File: src/rtl/ratio_det_pkg.sv
package ratio_det_pkg;

  localparam int NUM_RATIOS = 6;
  localparam int CODE_W     = 3;

  // Strobes from the period meter to the lock control.
  typedef struct packed {
    logic              newPeriod;
    logic              inWindow;
    logic [CODE_W-1:0] code;
    logic              timeout;
  } meas_t;

  // Ascending ratios: even index 128<<k, odd index 192<<k.
  function automatic int nominalRatio(input int idx);
    return (((idx % 2) != 0) ? 192 : 128) << (idx / 2);
  endfunction

endpackage

File: src/rtl/ratio_classifier.sv
module ratio_classifier
  import ratio_det_pkg::*;
#(
  parameter int CNT_W = 11,
  parameter int TOL   = 32
) (
  input  logic [CNT_W-1:0]  period,
  output logic              hit,
  output logic [CODE_W-1:0] code
);

  logic [31:0]           periodExt;
  logic [NUM_RATIOS-1:0] inWin;

  assign periodExt = 32'(period);

  generate
    for (genvar g = 0; g < NUM_RATIOS; g++) begin : g_win
      localparam int NOM = nominalRatio(g);
      localparam int LO  = (NOM > TOL) ? NOM - TOL : 0;
      localparam int HI  = NOM + TOL;
      assign inWin[g] = (periodExt >= 32'(LO)) && (periodExt <= 32'(HI));
    end
  endgenerate

  assign hit = |inWin;

  // Lowest ratio wins where windows overlap.
  always_comb begin
    code = '0;
    for (int i = NUM_RATIOS - 1; i >= 0; i--) begin
      if (inWin[i]) code = CODE_W'(i);
    end
  end

endmodule

File: src/rtl/ratio_period_meter.sv
module ratio_period_meter
  import ratio_det_pkg::*;
#(
  parameter int CNT_W       = 11,
  parameter int TOL         = 32,
  parameter int SYNC_STAGES = 2
) (
  input  logic  clk,
  input  logic  rstN,
  input  logic  frameClk,
  output meas_t meas
);

  localparam int              SAT_VAL = nominalRatio(NUM_RATIOS - 1) + TOL + 1;
  localparam logic [CNT_W-1:0] SAT    = CNT_W'(SAT_VAL);

  logic [SYNC_STAGES-1:0] syncQ;
  logic                   frameQ;
  logic                   rise;
  logic [CNT_W-1:0]       cnt;
  logic                   hit;
  logic [CODE_W-1:0]      code;

  always_ff @(posedge clk) begin
    if (!rstN) begin
      syncQ  <= '0;
      frameQ <= 1'b0;
    end else begin
      syncQ  <= {syncQ[SYNC_STAGES-2:0], frameClk};
      frameQ <= syncQ[SYNC_STAGES-1];
    end
  end

  assign rise = syncQ[SYNC_STAGES-1] & ~frameQ;

  // cnt holds the cycles since the last rise; it starts saturated so the first
  // partial period after reset reads as out of range.
  always_ff @(posedge clk) begin
    if (!rstN)           cnt <= SAT;
    else if (rise)       cnt <= CNT_W'(1);
    else if (cnt != SAT) cnt <= cnt + CNT_W'(1);
  end

  ratio_classifier #(.CNT_W(CNT_W), .TOL(TOL)) i_classifier (
    .period(cnt),
    .hit   (hit),
    .code  (code)
  );

  assign meas.newPeriod = rise;
  assign meas.inWindow  = hit;
  assign meas.code      = code;
  assign meas.timeout   = (cnt == SAT) && !rise;

  a_r8_cnt_bounded: assert property (@(posedge clk) disable iff (!rstN)
    cnt <= SAT);

  a_r3_window_holds: assert property (@(posedge clk) disable iff (!rstN)
    (meas.newPeriod && meas.inWindow) |->
      ((int'(cnt) >= nominalRatio(int'(meas.code)) - TOL) &&
       (int'(cnt) <= nominalRatio(int'(meas.code)) + TOL)));

  a_r4_lowest_wins: assert property (@(posedge clk) disable iff (!rstN)
    (meas.newPeriod && meas.inWindow && meas.code != '0) |->
      (int'(cnt) > nominalRatio(int'(meas.code) - 1) + TOL));

endmodule

File: src/rtl/ratio_lock_ctrl.sv
module ratio_lock_ctrl
  import ratio_det_pkg::*;
(
  input  logic              clk,
  input  logic              rstN,
  input  meas_t             meas,
  output logic [CODE_W-1:0] ratioCode,
  output logic              ratioValid,
  output logic              mute
);

  typedef enum logic [1:0] { ST_MUTED, ST_ARMED, ST_LOCKED } lock_st_e;

  lock_st_e          state;
  logic [CODE_W-1:0] candCode;
  logic [CODE_W-1:0] lockCode;

  always_ff @(posedge clk) begin
    if (!rstN) begin
      state    <= ST_MUTED;
      candCode <= '0;
      lockCode <= '0;
    end else if (meas.timeout) begin
      state <= ST_MUTED;
    end else if (meas.newPeriod) begin
      if (!meas.inWindow) begin
        state <= ST_MUTED;
      end else begin
        unique case (state)
          ST_MUTED: begin
            candCode <= meas.code;
            state    <= ST_ARMED;
          end
          ST_ARMED: begin
            if (meas.code == candCode) begin
              lockCode <= meas.code;
              state    <= ST_LOCKED;
            end else begin
              candCode <= meas.code;
            end
          end
          ST_LOCKED: begin
            if (meas.code != lockCode) begin
              candCode <= meas.code;
              state    <= ST_ARMED;
            end
          end
          default: state <= ST_MUTED;
        endcase
      end
    end
  end

  assign mute       = (state != ST_LOCKED);
  assign ratioValid = (state == ST_LOCKED);
  assign ratioCode  = (state == ST_LOCKED) ? lockCode : '0;

  a_r5_bad_period_mutes: assert property (@(posedge clk) disable iff (!rstN)
    (meas.newPeriod && !meas.inWindow) |=> mute);

  a_r8_timeout_mutes: assert property (@(posedge clk) disable iff (!rstN)
    meas.timeout |=> mute);

  a_r7_release_on_match: assert property (@(posedge clk) disable iff (!rstN)
    $fell(mute) |-> $past(meas.newPeriod && meas.inWindow && !meas.timeout &&
                          meas.code == candCode));

  a_r6_locked_code_stable: assert property (@(posedge clk) disable iff (!rstN)
    (!mute && $past(!mute)) |-> $stable(ratioCode));

  a_r10_change_mutes: assert property (@(posedge clk) disable iff (!rstN)
    (!mute && meas.newPeriod && meas.inWindow && meas.code != ratioCode) |=> mute);

endmodule

File: src/rtl/ratio_detector.sv
module ratio_detector
  import ratio_det_pkg::*;
#(
  parameter int CNT_W       = 11,
  parameter int TOL         = 32,
  parameter int SYNC_STAGES = 2
) (
  input  logic              clk,
  input  logic              rstN,
  input  logic              frameClk,
  output logic [CODE_W-1:0] ratioCode,
  output logic              ratioValid,
  output logic              mute
);

  meas_t meas;

  ratio_period_meter #(.CNT_W(CNT_W), .TOL(TOL), .SYNC_STAGES(SYNC_STAGES)) i_meter (
    .clk     (clk),
    .rstN    (rstN),
    .frameClk(frameClk),
    .meas    (meas)
  );

  ratio_lock_ctrl i_ctrl (
    .clk       (clk),
    .rstN      (rstN),
    .meas      (meas),
    .ratioCode (ratioCode),
    .ratioValid(ratioValid),
    .mute      (mute)
  );

endmodule

File: config.mk
export PLATFORM = sky130hd
export DESIGN_NAME = ratio_detector
export DESIGN_NICKNAME = d
export VERILOG_FILES = /design/src/rtl/ratio_det_pkg.sv /design/src/rtl/ratio_classifier.sv /design/src/rtl/ratio_period_meter.sv /design/src/rtl/ratio_lock_ctrl.sv /design/src/rtl/ratio_detector.sv
export SDC_FILE = /design/constraint.sdc
export NUM_CORES = 1
export LEC_CHECK = 0
export BUFFER_PORTS_ARGS = -buffer_cell sky130_fd_sc_hd__buf_4
export CORE_UTILIZATION = 46
export DETAILED_ROUTE_END_ITERATION = 8
export PLACE_DENSITY_LB_ADDON = 0.2
export SETUP_SLACK_MARGIN = 0.3
export SYNTH_ARGS = -nofsm -noshare
export SYNTH_HDL_FRONTEND = slang
export SYNTH_HIERARCHICAL = 1
export SYNTH_SLANG_ARGS = --single-unit
File: constraint.sdc
create_clock -name clk -period 7.5 [get_ports clk]
set_clock_uncertainty 0.1 [all_clocks]
set_input_delay 0.75 -clock clk [delete_from_list [all_inputs] [get_ports clk]]
set_output_delay 0.75 -clock clk [all_outputs]
set_load 0.005 [all_outputs]
* Word level (Yosys, flattened, before mapping)
Cells that the tools add are included.
** Operators by class
- Add/subtract/negate cells :: 1
- Order comparisons :: 12
- Equal/unequal tests :: 11
- Muxes and demuxes :: 16
- Bitwise operators :: 4
- Reduce and logical (&&, ||, !) cells :: 17
** Operators by type and width (number)
- two-way mux 3 bit :: 9
- greater-or-equal comparator 11 x 8 -> 1 bit, second input constant :: 2
- greater-or-equal comparator 11 x 9 -> 1 bit, second input constant :: 2
- less-or-equal comparator 11 x 10 -> 1 bit, second input constant :: 2
- less-or-equal comparator 11 x 8 -> 1 bit, second input constant :: 2
- less-or-equal comparator 11 x 9 -> 1 bit, second input constant :: 2
- two-way mux 10 bit :: 2
- adder 11 x 1 -> 11 bit, second input constant :: 1
- == test 11 x 10 -> 1 bit, second input constant :: 1
- greater-or-equal comparator 11 x 10 -> 1 bit, second input constant :: 1
- greater-or-equal comparator 11 x 7 -> 1 bit, second input constant :: 1
- != test 11 x 10 -> 1 bit, second input constant :: 1
- one-hot mux 3 bit (3 select lines) :: 1
- logical AND 1 bit :: 7
- two-way mux 2 bit :: 3
- != test 3 x 2 -> 1 bit, second input constant :: 2
- one-hot mux 2 bit (3 select lines) :: 1
- AND reduction 6 bit :: 1
- OR reduction 6 bit :: 1
- AND reduction 5 bit :: 1
- != test 2 bit, second input constant :: 2
- OR reduction 2 bit :: 2
- == test 3 bit :: 1
- != test 3 bit :: 1
- other kinds (10) :: 12
** Word-level totals
- Register bits after elaboration :: 22
- Input bits :: 3
- Logic and storage cells :: 68

* Logic depth before layout (Yosys ltp)
Gate-level depths: netlist of the first run.
- Word-level depth :: 12
- Mapped depth :: 10

* By module
Netlist of the first run, hierarchy kept.
** By module, submodules not included
- ratio_period_meter :: instances 1, cells each 73, area each 660.6 um^2, sequential area each 280.3 um^2
- ratio_lock_ctrl :: instances 1, cells each 55, area each 489.2 um^2, sequential area each 160.2 um^2
- ratio_classifier :: instances 1, cells each 42, area each 272.8 um^2, sequential area each 0.0 um^2

* Worst setup path after synthesis of the first run
No wires, ideal clock.
- Kind :: register to register
- Start :: reg i_meter.cnt[2]
- End :: reg i_ctrl.candCode[0]
- Library setup time :: 0.072 ns
- Arrival time :: 2.564 ns
- Path slack :: 4.765 ns
- Stages on the path, launching flop included :: 10
- Path buffers :: 1
- Path through :: dfxtp_1 -> or3_4 -> or2_0 -> buf_2 -> a2111o_1 -> a21oi_1 -> xnor2_1 -> and4_4 -> nor3_4 -> mux2i_1
** RTL lines
- start: declaration :: RTL line ratio_period_meter.sv:20 : logic [CNT_W-1:0] cnt;
- start signal: assignment :: RTL line ratio_period_meter.sv:41 : else if (cnt != SAT) cnt <= cnt + CNT_W'(1);
- end signal: assignment :: RTL line ratio_lock_ctrl.sv:31 : candCode <= meas.code;
- end signal: assignment :: RTL line ratio_lock_ctrl.sv:39 : candCode <= meas.code;
- end signal: assignment :: RTL line ratio_lock_ctrl.sv:44 : candCode <= meas.code;
- end: declaration :: RTL line ratio_lock_ctrl.sv:15 : logic [CODE_W-1:0] candCode;

==> Implementation_results.wiki, run 1 <==
{| class="wikitable"
! Metric !! Value
|-
| Result of the run || complete, but fails checks
|-
| Violations in the final reports || DRC
|-
| Total via count after detailed routing || 1291
|-
| Crit-path slowest cell || dfxtp_1
|-
| Library cell occupying the most area in the post-synthesis netlist || dfxtp_1
|-
| Non-filler cells, final || 206
|-
| Detailed-route wire length || 3.04 mm
|-
| Net total in the final layout || 181
|-
| Utilization after layout || 0.537
|-
| Actual transition at the worst max-transition pin || 0.715 ns
|-
| Crit end category || flip-flop
|-
| Final count of hold timing violations || 0
|-
| Horizontal die dimension || 57.6 µm
|-
| Count of input and output buffers || 7
|-
| Setup tns final || 0 ns
|-
| Count of standard-cell rows || 19
|-
| Final number of setup-violating endpoints || 0
|-
| Cell breakdown of the critical path || and2b_1 -> or3b_2 -> o221a_2 -> a221oi_2 -> xnor2_1 -> nand4_1 -> or3_1 -> a21oi_1
|-
| Share of cells above drive strength 1 || 0.131
|-
| Met1 usage || 0.280
|-
| Type of the setup path with the least slack || flip-flop to flip-flop
|-
| Synth-to-layout area growth || 7.74%
|-
| Average routed wire per standard cell || 14.7 µm
|-
| Total of cells resized after clock tree synthesis || 0
|-
| Total of warnings raised by yosys || 6
|-
| Post-synthesis cell type count || 51
|-
| Tot GR Track Use || 0.203
|-
| Total cell area at the placement stage || 0.00148 mm²
|-
| Met2 Track Usage GR || 0.319
|-
| Met3 Use GR || 0.0290
|-
| Async S/R FF share, synth || 0
|-
| Buffer and inverter count on the worst path || 0
|-
| Total clock buffers created by CTS || 3
|-
| Most crowded layer after global routing || met2
|-
| Placed instance count || 202
|-
| Post-CTS setup buffer count || 0
|-
| Buffer cell driving the clock tree root || clkbuf_4
|-
| Number of antenna-violating nets in the routed design || 0
|-
| Number of antenna violations at the first check in global routing || 0
|-
| Worst Reg-to-Reg Cells || 8
|-
| CTS Hold Buffers Added || 0
|-
| Starting utilization of the core area || 0.499
|-
| Power density of the placed cells || 221 mW/mm²
|-
| Biggest cell delay along the critical path || 0.61 ns
|-
| Syn_area_per_cell || 8.37 µm²
|-
| Cell type group with the largest total delay on the critical path || simple AND/OR/NAND/NOR gates
|-
| Global-route wire length before repair || 5.29 mm
|-
| Portion of the post-synthesis area used by sequential elements || 0.310
|-
| Hold Path Class || flip-flop to flip-flop
|-
| CTS clock-pin slew for the worst setup and hold paths || 0.12 ns
|-
| Number of violations reported at the end of detailed-routing iteration 0 || 91
|-
| HPWL after detailed placement || 2.24 mm
|-
| Top-area cell type share of the netlist area || 0.310
|-
| Max-slew violation total from the final report || 0
|-
| Die area || 0.00332 mm²
|-
| Clock sink count || 22
|-
| Leading cell types by count after synthesis || dfxtp_1, nand2_1, a21oi_1, nand3_1, inv_1
|-
| WP data required || 7.66 ns
|-
| Worst Path Arrival || 3.22 ns
|-
| Flip-flop cell with the highest count after synthesis || dfxtp_1
|-
| Synthesis-stage register bit count || 22
|-
| Vias in the first global route || 1163
|-
| Total Power || 0.339 mW
|-
| Final Wtd Congestion || 0.895
|-
| Static leakage || 0.571 nW
|-
| Final worst path period share || 0.409
|-
| Antenna fix cells || 0
|-
| Crit path depth || 8
|-
| Number of enable flip-flop cells after synthesis || 0
|-
| Clock insertion delay at the later pin of the skew report || 0.31 ns
|-
| Max-cap viol count || 0
|-
| Worst hold stages || 1
|-
| Clock H-tree levels || 1
|-
| Drt first pass iters || 8
|-
| Worst slew margin relative to its limit || 0.518
|-
| Netlist area before placement || 0.00142 mm²
|-
| Largest net degree at the start of global routing || 16
|-
| Top post-synthesis cells by area || dfxtp_1, nand2_1, a21oi_1, nand3_1, and2_1
|-
| Min Tclk post-route || 3.07 ns
|-
| DRC || 1
|-
| Startpoint Class || flip-flop
|-
| Most frequent cell after synthesis || dfxtp_1
|-
| Highest ir drop seen on vdd || 0.112 mV
|-
| Maximum fanout along the worst path || 13
|-
| Floorplan core area || 0.00285 mm²
|-
| Die Y-Extent || 57.6 µm
|-
| Syn_nets || 175
|-
| Number of vias per cell after detailed routing || 6.27
|-
| Setup repair after global routing missed its margin || false
|-
| Clock Tree Buf Depth || 2
|-
| Clock tree from TritonCTS || yes
|-
| Finished Cell Area || 0.00153 mm²
|-
| Peak clock frequency supported by timing || 326 MHz
|-
| Ports placed on the boundary || 8
|-
| Cell count after synthesis || 170
|-
| Overall overflow remaining after global route || 0
|}
[per-layer routing]
| layer | share of wire | vias to the layer above | routed length, µm |
|---|---|---|---|
| li1 | - | 644 | - |
| met1 | 0.47 | 605 | 1430 |
| met2 | 0.46 | 37 | 1400 |
| met3 | 0.051 | 5 | 155 |
| met4 | 0.017 | 0 | 51 |
| met5 | 0 | - | 0 |
[registers in the layout, indices dropped and copies added (netlist names)]
signal,flops
i_meter/cnt,11
i_meter/syncQ,2
i_ctrl/state,2
i_ctrl/lockCode,3
i_meter/frameQ,1
i_ctrl/candCode,3
[worst register-to-register path: stages (launching register included)]
cell and delay, ns:
dfxtp_1 0.61, and2b_1 0.23, or3b_2 0.46, o221a_2 0.27, a221oi_2 0.41, xnor2_1 0.24, nand4_1 0.21, or3_1 0.34
a21oi_1 0.13
[cell usage in the layout, fill, tap and decap left out, types with 3 or more instances in the layout]
cell type   n
nor2_1      6
and2_1      7
xnor2_1     4
buf_4       7
dfxtp_1    22
nor2b_1     3
nand4_1     4
mux2i_1     3
nand2_1    15
o31ai_1     4
a21oi_1    10
o211ai_1    4
nor3_1      3
xor2_1      5
clkbuf_4    3
o21ai_0     6
nand2b_1    4
or4_1       5
nand3_1    10
inv_1       9
or3_1       4
[worst paths after layout]
kind / start / to / slack [ns]
max reg2reg: i_meter/cnt[8]$_SDFFE_PN1N_ / i_ctrl/state[1]$_SDFFE_PP0P_ / 4.43
max: i_meter/cnt[8]$_SDFFE_PN1N_ / i_ctrl/state[1]$_SDFFE_PP0P_ / 4.43
min: i_meter/syncQ[0]$_SDFF_PN0_ / i_meter/syncQ[1]$_SDFF_PN0_ / 0.36
min reg2reg: i_meter/syncQ[0]$_SDFF_PN0_ / i_meter/syncQ[1]$_SDFF_PN0_ / 0.36
[power breakdown]
group	internal, mW	total, mW	switching (mW)	leakage [nW]
sequential	0.125	0.139	0.0137	0.179
combinational	0.0487	0.109	0.0599	0.364
clock	0.0541	0.0911	0.0370	0.0279
total	0.228	0.339	0.111	0.571
[layout make-up]
type	count	area, µm²
inverters	9	33.8
fillers	280	1320
flip-flops and latches	22	440
well taps	31	38.8
multi-input cells	133	915
clock buffers	3	22.5
clock inverters	1	30.0
repair buffers	7	52.6
[logic make-up after synthesis]
kind of cell    count (synthesis)  share of synthesized area
fa+ha+maj                       2                     0.0176
simple gates                   76                      0.328
compound gates                 43                      0.221
mux                             3                     0.0211
xor+xnor                        9                     0.0554
buf+inv                        15                     0.0475
flops                          22                      0.310
[metrics by stage]
stage	setup WS, ns	hold slack [ns]
4_1_cts	4.44	0.370
3_5_place_dp	4.47	0.336
6_report	4.43	0.361
3_3_place_gp	4.51	0.330
2_1_floorplan	4.76	0.312
5_1_grt	4.23	0.383
Note: power is estimated with default switching activity, not from simulation.
==> run 2: changes to the inputs <==
--- a/config.mk
+++ b/config.mk
@@ -5,6 +5,7 @@
 export SDC_FILE = /design/constraint.sdc
 export NUM_CORES = 1
 export LEC_CHECK = 0
+export ABC_AREA = 1
 export BUFFER_PORTS_ARGS = -buffer_cell sky130_fd_sc_hd__buf_4
 export CORE_UTILIZATION = 46
 export DETAILED_ROUTE_END_ITERATION = 8
==> constraint.sdc (replaced) <==
create_clock -name clk -period 3.05 [get_ports clk]
set_clock_uncertainty 0.1 [all_clocks]
set_input_delay 0.305 -clock clk [delete_from_list [all_inputs] [get_ports clk]]
set_output_delay 0.305 -clock clk [all_outputs]
set_load 0.005 [all_outputs]
==> Implementation_results.wiki, run 2 <==
{| class="wikitable"
! Metric !! Value
|-
| CTS clock-pin slew for the worst setup and hold paths || 0.14 ns (was 0.12 ns)
|-
| Die Y-Extent || 62.1 µm (was 57.6 µm)
|-
| Post-CTS setup buffer count || 0 (unchanged)
|-
| Detailed-route wire length || 3.44 mm (was 3.04 mm)
|-
| Crit-path slowest cell || dfxtp_1 (unchanged)
|-
| Number of antenna-violating nets in the routed design || 0 (unchanged)
|-
| Buffer and inverter count on the worst path || 2 (was 0)
|-
| Slack of the worst reg-to-reg path || 0.66 ns (was 4.43 ns)
|-
| Clock H-tree levels || 1 (unchanged)
|-
| Portion of the post-synthesis area used by sequential elements || 0.265 (was 0.310)
|-
| Async S/R FF share, synth || 0 (unchanged)
|-
| Final number of setup-violating endpoints || 0 (unchanged)
|-
| Average routed wire per standard cell || 10.0 µm (was 14.7 µm)
|-
| Clock sink count || 22 (unchanged)
|-
| DRC || 0 (was 1)
|-
| Min Tclk post-route || 2.39 ns (was 3.07 ns)
|-
| Max-slew violation total from the final report || 0 (unchanged)
|-
| Maximum fanout along the worst path || 9 (was 13)
|-
| Horizontal die dimension || 62.1 µm (was 57.6 µm)
|-
| Final worst path period share || 0.785 (was 0.409)
|-
| Ports placed on the boundary || 8 (unchanged)
|-
| Vias in the first global route || 1351 (was 1163)
|-
| Leading cell types by count after synthesis || nand2_1, nor2_1, inv_1 (was dfxtp_1, nand2_1, a21oi_1, nand3_1, inv_1)
|-
| Top post-synthesis cells by area || dfxtp_1, nand2_1, nor2_1, inv_1, nand3_1 (was dfxtp_1, nand2_1, a21oi_1, nand3_1, and2_1)
|-
| Tot GR Track Use || 0.199 (was 0.203)
|-
| WP data required || 3.18 ns (was 7.66 ns)
|-
| HPWL after detailed placement || 2.62 mm (was 2.24 mm)
|-
| Library cell occupying the most area in the post-synthesis netlist || dfxtp_1 (unchanged)
|-
| Max reg flops || 11 (unchanged)
|-
| Highest ir drop seen on vdd || 0.270 mV (was 0.112 mV)
|-
| Clock tree from TritonCTS || yes (unchanged)
|-
| Max-cap viol count || 0 (unchanged)
|-
| Largest net degree at the start of global routing || 15 (was 16)
|-
| Non-filler cells, final || 343 (was 206)
|-
| Most numerous cell on the critical path || nand2_1
|-
| Total cell area at the placement stage || 0.00175 mm² (was 0.00148 mm²)
|-
| Final count of hold timing violations || 0 (unchanged)
|-
| Final Wtd Congestion || 0.972 (was 0.895)
|-
| Drt first pass iters || 4 (was 8)
|-
| Cell breakdown of the critical path || inv_1 -> nand2_1 -> nor2_1 -> nand3_1 -> nand2_1 -> nand2_1 -> nand2_1 -> a21oi_1 -> inv_1 -> nand2_1 -> nand2_1 -> nor2_2 -> nand3_2 -> nand2_2 -> nor2_2 -> nor2_1 -> nor2_1 (was and2b_1 -> or3b_2 -> o221a_2 -> a221oi_2 -> xnor2_1 -> nand4_1 -> or3_1 -> a21oi_1)
|-
| Antenna fix cells || 0 (unchanged)
|-
| Syn_area_per_cell || 5.76 µm² (was 8.37 µm²)
|-
| Die area || 0.00385 mm² (was 0.00332 mm²)
|-
| Peak clock frequency supported by timing || 418 MHz (was 326 MHz)
|-
| Hold Path Class || input port to flip-flop (was flip-flop to flip-flop)
|-
| Synthesis-stage register bit count || 22 (unchanged)
|-
| Synth-to-layout area growth || 8.90% (was 7.74%)
|-
| Floorplan core area || 0.00339 mm² (was 0.00285 mm²)
|-
| Number of antenna violations at the first check in global routing || 0 (unchanged)
|-
| Post-synthesis cell type count || 26 (was 51)
|-
| Placed instance count || 339 (was 202)
|-
| Worst Path Arrival || 2.53 ns (was 3.22 ns)
|-
| Number of violations reported at the end of detailed-routing iteration 0 || 66 (was 91)
|-
| Startpoint of the lowest-slack register-to-register path || i_meter/cnt[8]$_SDFFE_PN1N_ (unchanged)
|-
| Biggest cell delay along the critical path || 0.56 ns (was 0.61 ns)
|-
| Register bank with the most flops || i_meter/cnt (unchanged)
|-
| Actual transition at the worst max-transition pin || 0.388 ns (was 0.715 ns)
|-
| Origin of the worst setup path || i_meter/cnt[8]$_SDFFE_PN1N_ (unchanged)
|-
| Setup tns final || 0 ns (unchanged)
|-
| Number of enable flip-flop cells after synthesis || 0 (unchanged)
|-
| Count of input and output buffers || 7 (unchanged)
|-
| Leading cell type in the layout, fill and taps excluded || nand2_1 (was dfxtp_1)
|-
| Result of the run || completed (was complete, but fails checks)
|-
| Total of warnings raised by yosys || 6 (unchanged)
|-
| Netlist area before placement || 0.00166 mm² (was 0.00142 mm²)
|-
| Finished Cell Area || 0.00181 mm² (was 0.00153 mm²)
|-
| Static leakage || 0.963 nW (was 0.571 nW)
|-
| Total clock buffers created by CTS || 3 (unchanged)
|-
| Syn_nets || 293 (was 175)
|-
| Regs by FF count || i_meter/cnt (11), i_ctrl/candCode (3), i_ctrl/lockCode (3) (unchanged)
|-
| Overall overflow remaining after global route || 0 (unchanged)
|-
| Power density of the placed cells || 420 mW/mm² (was 221 mW/mm²)
|-
| Type of the setup path with the least slack || flip-flop to flip-flop (unchanged)
|-
| Buffer cell driving the clock tree root || clkbuf_4 (unchanged)
|-
| Worst slew margin relative to its limit || 0.741 (was 0.518)
|-
| Total via count after detailed routing || 1593 (was 1291)
|-
| Crit end category || flip-flop (unchanged)
|-
| Starting utilization of the core area || 0.489 (was 0.499)
|-
| Commonest cells after routing, fill and taps aside || nand2_1, nor2_1, inv_1 (was dfxtp_1, nand2_1, a21oi_1, nand3_1, inv_1)
|-
| Cell count after synthesis || 288 (was 170)
|-
| Number of vias per cell after detailed routing || 4.64 (was 6.27)
|-
| CTS Hold Buffers Added || 0 (unchanged)
|-
| Startpoint Class || flip-flop (unchanged)
|-
| Setup repair after global routing missed its margin || false (unchanged)
|-
| Hold path start || frameClk (was i_meter/syncQ[0]$_SDFF_PN0_)
|-
| Clock Tree Buf Depth || 2 (unchanged)
|-
| Net total in the final layout || 303 (was 181)
|-
| Cell type group with the largest total delay on the critical path || simple AND/OR/NAND/NOR gates (unchanged)
|-
| Top-area cell type share of the netlist area || 0.265 (was 0.310)
|-
| Clock insertion delay at the later pin of the skew report || 0.32 ns (was 0.31 ns)
|-
| Count of standard-cell rows || 21 (was 19)
|-
| Total of cells resized after clock tree synthesis || 0 (unchanged)
|-
| Share of cells above drive strength 1 || 0.152 (was 0.131)
|-
| Most frequent cell after synthesis || nand2_1 (was dfxtp_1)
|-
| Flip-flop cell with the highest count after synthesis || dfxtp_1 (unchanged)
|-
| Global-route wire length before repair || 5.69 mm (was 5.29 mm)
|}
run 2: cell count changes after synthesis, moves of 6 or more:
cell and change:
nand2_1 +72, inv_2 +6, and2_1 -7, inv_1 +36
nor2_1 +49, nor2_2 +9, nand3_1 +6, nand2_2 +8
a21oi_1 -7
run 2: kinds of logic after synthesis:
logic type,count (synthesis),share of synthesized area
fa+ha+maj,2,0.0151
buf+inv,53,0.124
compound gates,17,0.0596
flops,22,0.265
xor+xnor,4,0.0211
simple gates,190,0.514
run 2: path summary, 6_finish.rpt:
check | endpoint | cells after the start
min | i_meter/syncQ[0]$_SDFF_PN0_ | 3
max | i_ctrl/candCode[2]$_SDFFE_PN0P_ | 17
min reg2reg | i_meter/frameQ$_SDFF_PN0_ | 2
max reg2reg | i_ctrl/candCode[2]$_SDFFE_PN0P_ | 17
run 2: routing by layer:
metal  GRT usage  part of all wire  vias up
met5           0                 0        -
met3      0.0248             0.025        2
met4      0.0698            0.0070        0
met1       0.270              0.51      683
li1            -                 -      890
met2       0.325              0.46       18
run 2: power by group:
group          internal (mW)  total (mW)  switching (mW)  leakage, nW
combinational         0.0714       0.196           0.125        0.755
sequential             0.304       0.333          0.0283        0.180
clock                  0.133       0.231          0.0978       0.0279
total                  0.509       0.760           0.251        0.963
run 2: area by class of cell:
type | instances | area, µm²
clock buffers | 3 | 22.5
clock inverters | 1 | 30.0
fillers | 341 | 1580
inverters | 51 | 191
multi-input cells | 213 | 1010
flip-flops and latches | 22 | 440
well taps | 46 | 57.6
repair buffers | 7 | 52.6
run 2: per-stage QoR:
step                      setup slack [ns]   util  power [mW]  hold slack [ns]
after floorplan                       1.00      -       0.496            0.274
after global placement               0.718  0.518       0.535            0.308
after detailed placement             0.725  0.518       0.535            0.311
after CTS                            0.661  0.533       0.771           0.0454
after global routing                 0.358  0.533       0.824           0.0343
final                                0.657  0.533       0.760           0.0547
run 2: worst reg2reg max path, stage by stage, from the launching register on:
cell and delay (ns):
dfxtp_1 0.56, inv_1 0.14, nand2_1 0.13, nor2_1 0.05, nand3_1 0.08, nand2_1 0.05
nand2_1 0.08, nand2_1 0.07, a21oi_1 0.25, inv_1 0.13, nand2_1 0.07, nand2_1 0.05
nor2_2 0.17, nand3_2 0.13, nand2_2 0.08, nor2_2 0.05, nor2_1 0.08, nor2_1 0.05
==> run 3: changes to the inputs <==
==> constraint.sdc (replaced) <==
create_clock -name clk -period 1.97 [get_ports clk]
set_clock_uncertainty 0.1 [all_clocks]
set_input_delay 0.197 -clock clk [delete_from_list [all_inputs] [get_ports clk]]
set_output_delay 0.197 -clock clk [all_outputs]
set_load 0.005 [all_outputs]
==> Implementation_results.wiki, run 3 (synthesis results as in run 2) <==
{| class="wikitable"
! Metric !! Value
|-
| Result of the run || complete, but fails checks (was completed)
|-
| Violations in the final reports || setup timing
|-
| Total clock buffers created by CTS || 3 (unchanged)
|-
| Number of antenna-violating nets in the routed design || 0 (unchanged)
|-
| Leading cell type in the layout, fill and taps excluded || nand2_1 (unchanged)
|-
| Final number of setup-violating endpoints || 8 (was 0)
|-
| Ports placed on the boundary || 8 (unchanged)
|-
| Max reg flops || 11 (unchanged)
|-
| Final Wtd Congestion || 0.876 (was 0.972)
|-
| Maximum fanout along the worst path || 4 (was 9)
|-
| Min Tclk post-route || 2.08 ns (was 2.39 ns)
|-
| Cell breakdown of the critical path || nor2_4 -> buf_4 -> nand2_1 -> inv_1 -> o21ai_1 -> nand2_1 -> nand2_2 -> nand2_2 -> nor2_2 -> nand2_1 -> inv_2 -> nor2_1 -> nand2_1 -> a21oi_2 -> buf_4 -> nand4_1 -> nand2_1 -> nor2_1 (was inv_1 -> nand2_1 -> nor2_1 -> nand3_1 -> nand2_1 -> nand2_1 -> nand2_1 -> a21oi_1 -> inv_1 -> nand2_1 -> nand2_1 -> nor2_2 -> nand3_2 -> nand2_2 -> nor2_2 -> nor2_1 -> nor2_1)
|-
| Crit end category || flip-flop (unchanged)
|-
| Commonest cells after routing, fill and taps aside || nand2_1, nor2_1, inv_1 (unchanged)
|-
| Horizontal die dimension || 62.1 µm (unchanged)
|-
| FF+latch area || 469 µm² (was 440 µm²)
|-
| Startpoint Class || flip-flop (unchanged)
|-
| Buffer cell driving the clock tree root || clkbuf_4 (unchanged)
|-
| Drt first pass iters || 4 (unchanged)
|-
| Clock H-tree levels || 1 (unchanged)
|-
| Setup tns final || -0.553 ns (was 0 ns)
|-
| CTS clock-pin slew for the worst setup and hold paths || 0.14 ns (about the same)
|-
| Clock Tree Buf Depth || 2 (unchanged)
|-
| Average routed wire per standard cell || 10.6 µm (was 10.0 µm)
|-
| Clock insertion delay at the later pin of the skew report || 0.31 ns (was 0.32 ns)
|-
| Worst slew margin relative to its limit || 0.820 (was 0.741)
|-
| Global-route wire length before repair || 6.14 mm (was 5.69 mm)
|-
| Vias in the first global route || 1496 (was 1351)
|-
| Most numerous cell on the critical path || nand2_1 (unchanged)
|-
| Cell type group with the largest total delay on the critical path || simple AND/OR/NAND/NOR gates (unchanged)
|-
| Clock sink count || 22 (unchanged)
|-
| Length of routed met2 wiring || 1.90 mm (was 1.57 mm)
|-
| Actual transition at the worst max-transition pin || 0.269 ns (was 0.388 ns)
|-
| Clock tree from TritonCTS || yes (unchanged)
|-
| Overall overflow remaining after global route || 0 (unchanged)
|-
| Total via count after detailed routing || 1732 (was 1593)
|-
| Regs by FF count || i_meter/cnt (11), i_ctrl/candCode (3), i_ctrl/lockCode (3) (unchanged)
|-
| Count of standard-cell rows || 21 (unchanged)
|-
| Tot GR Track Use || 0.216 (was 0.199)
|-
| Final worst path period share || 1.06 (was 0.785)
|-
| Detailed-route wire length || 3.95 mm (was 3.44 mm)
|-
| Floorplan core area || 0.00339 mm² (unchanged)
|-
| Synth-to-layout area growth || 31.2% (was 8.90%)
|-
| Share of cells above drive strength 1 || 0.338 (was 0.152)
|-
| Highest ir drop seen on vdd || 0.416 mV (was 0.270 mV)
|-
| DRC || 0 (unchanged)
|-
| Finished Cell Area || 0.00218 mm² (was 0.00181 mm²)
|-
| Total cell area at the placement stage || 0.00196 mm² (was 0.00175 mm²)
|-
| Detailed-routed wire length on met3 || 81 µm (was 87 µm)
|-
| Number of violations reported at the end of detailed-routing iteration 0 || 68 (was 66)
|-
| Net total in the final layout || 331 (was 303)
|-
| Number of antenna violations at the first check in global routing || 0 (unchanged)
|-
| HPWL after detailed placement || 3.04 mm (was 2.62 mm)
|-
| Area of combinational cells with multiple inputs || 0.00114 mm² (was 0.00101 mm²)
|-
| Power density of the placed cells || 588 mW/mm² (was 420 mW/mm²)
|-
| Count of input and output buffers || 7 (unchanged)
|-
| Crit-path slowest cell || dfxtp_4 (was dfxtp_1)
|-
| Buffer and inverter count on the worst path || 4 (was 2)
|-
| Largest net degree at the start of global routing || 15 (unchanged)
|-
| Worst path setup slack after routing || -0.110 ns (was 0.657 ns)
|-
| Max-slew violation total from the final report || 0 (unchanged)
|-
| Final count of hold timing violations || 0 (unchanged)
|-
| Antenna fix cells || 0 (unchanged)
|-
| Total of fill cells in the finished design || 315 (was 341)
|-
| Routed metal-1 wire length || 1.94 mm (was 1.76 mm)
|-
| Max-cap viol count || 0 (unchanged)
|-
| Peak clock frequency supported by timing || 481 MHz (was 418 MHz)
|-
| Static leakage || 1.13 nW (was 0.963 nW)
|-
| WP data required || 2.10 ns (was 3.18 ns)
|-
| Die area || 0.00385 mm² (unchanged)
|-
| Biggest cell delay along the critical path || 0.38 ns (was 0.56 ns)
|-
| Starting utilization of the core area || 0.489 (unchanged)
|-
| Topmost layer with routed signal wires || met4 (unchanged)
|-
| Type of the setup path with the least slack || flip-flop to flip-flop (unchanged)
|-
| Worst Path Arrival || 2.21 ns (was 2.53 ns)
|-
| Die Y-Extent || 62.1 µm (unchanged)
|-
| Hold Path Class || input port to flip-flop (unchanged)
|-
| Register bank with the most flops || i_meter/cnt (unchanged)
|-
| Setup repair after global routing missed its margin || true (was false)
|-
| Number of vias per cell after detailed routing || 4.67 (was 4.64)
|}
==> run 3: cell types whose count changed in the layout (fill, tap and decap cells not counted), moves of 6 or more <==
cell | before | now
dfxtp_4 | 0 | 7
buf_4 | 7 | 34
nor2_1 | 55 | 49
dfxtp_1 | 22 | 13
nand2_1 | 87 | 73
nand2_2 | 8 | 20
==> run 3: worst register-to-register path, cell delays in order (launching register included) <==
cell     delay (ns)
dfxtp_4        0.38
nor2_4         0.16
buf_4          0.13
nand2_1        0.04
inv_1          0.07
o21ai_1        0.07
nand2_1        0.07
nand2_2        0.09
nand2_2        0.07
nor2_2         0.04
nand2_1        0.07
inv_2          0.04
nor2_1         0.09
nand2_1        0.08
a21oi_2        0.18
buf_4          0.15
nand4_1        0.11
nand2_1        0.07
nor2_1         0.03
==> run 3: power breakdown <==
part	internal (mW)	total, mW	leakage [nW]	switching (mW)
registers	0.468	0.495	0.184	0.0272
clock network	0.206	0.343	0.0279	0.138
logic	0.183	0.441	0.920	0.258
==> run 3: stage by stage <==
step | setup slack, ns | instances | util | hold WS [ns] | power [mW]
after floorplan | 0.0874 | 288 | - | 0.166 | 0.779
after CTS | -0.0188 | 368 | 0.611 | 0.0394 | 1.26
after global placement | -0.0707 | 362 | 0.579 | 0.285 | 0.892
final | -0.110 | 371 | 0.642 | 0.0544 | 1.28
after global routing | -0.278 | 371 | 0.642 | 0.0370 | 1.37
after detailed placement | -0.0807 | 362 | 0.579 | 0.300 | 0.894
==> run 3: cell type report <==
cell class | count | area share
Inverter | 51 | 0.0902
Timing Repair Buffer | 35 | 0.122
Multi-Input combinational cell | 213 | 0.522
Clock inverter | 1 | 0.0138
Tap cell | 46 | 0.0264
Sequential cell | 22 | 0.216
Clock buffer | 3 | 0.0103
==> run 3: metal layers <==
metal  track usage  vias to the layer above
li1              -                      945
met1         0.288                      765
met2         0.365                       20
met3        0.0269                        2
met4        0.0603                        0
met5             0                        -
==> run 3: path summary, 6_finish.rpt <==
path | depth (start not counted) | start | slack (ns) | endpoint
worst max-delay path | 18 | i_meter/cnt[9]$_SDFFE_PN1N_ | -0.11 | i_ctrl/candCode[0]$_SDFFE_PN0P_
worst min-delay path | 2 | rstN | 0.05 | i_meter/cnt[5]$_SDFFE_PN1N_
worst max register to register | 18 | i_meter/cnt[9]$_SDFFE_PN1N_ | -0.11 | i_ctrl/candCode[0]$_SDFFE_PN0P_
worst min register to register | 2 | i_meter/syncQ[0]$_SDFF_PN0_ | 0.33 | i_meter/syncQ[1]$_SDFF_PN0_
==> run 3: timing repair <==
action | 4_1_cts | 5_1_grt
resized for setup | 16 | 23
endpoints found under the hold margin | 1 | 0
hold buffers | 1 | 0
endpoints found under the setup margin | 8 | 8
pin swaps | 8 | 19
cloned | 0 | 0
setup buffers | 1 | 3
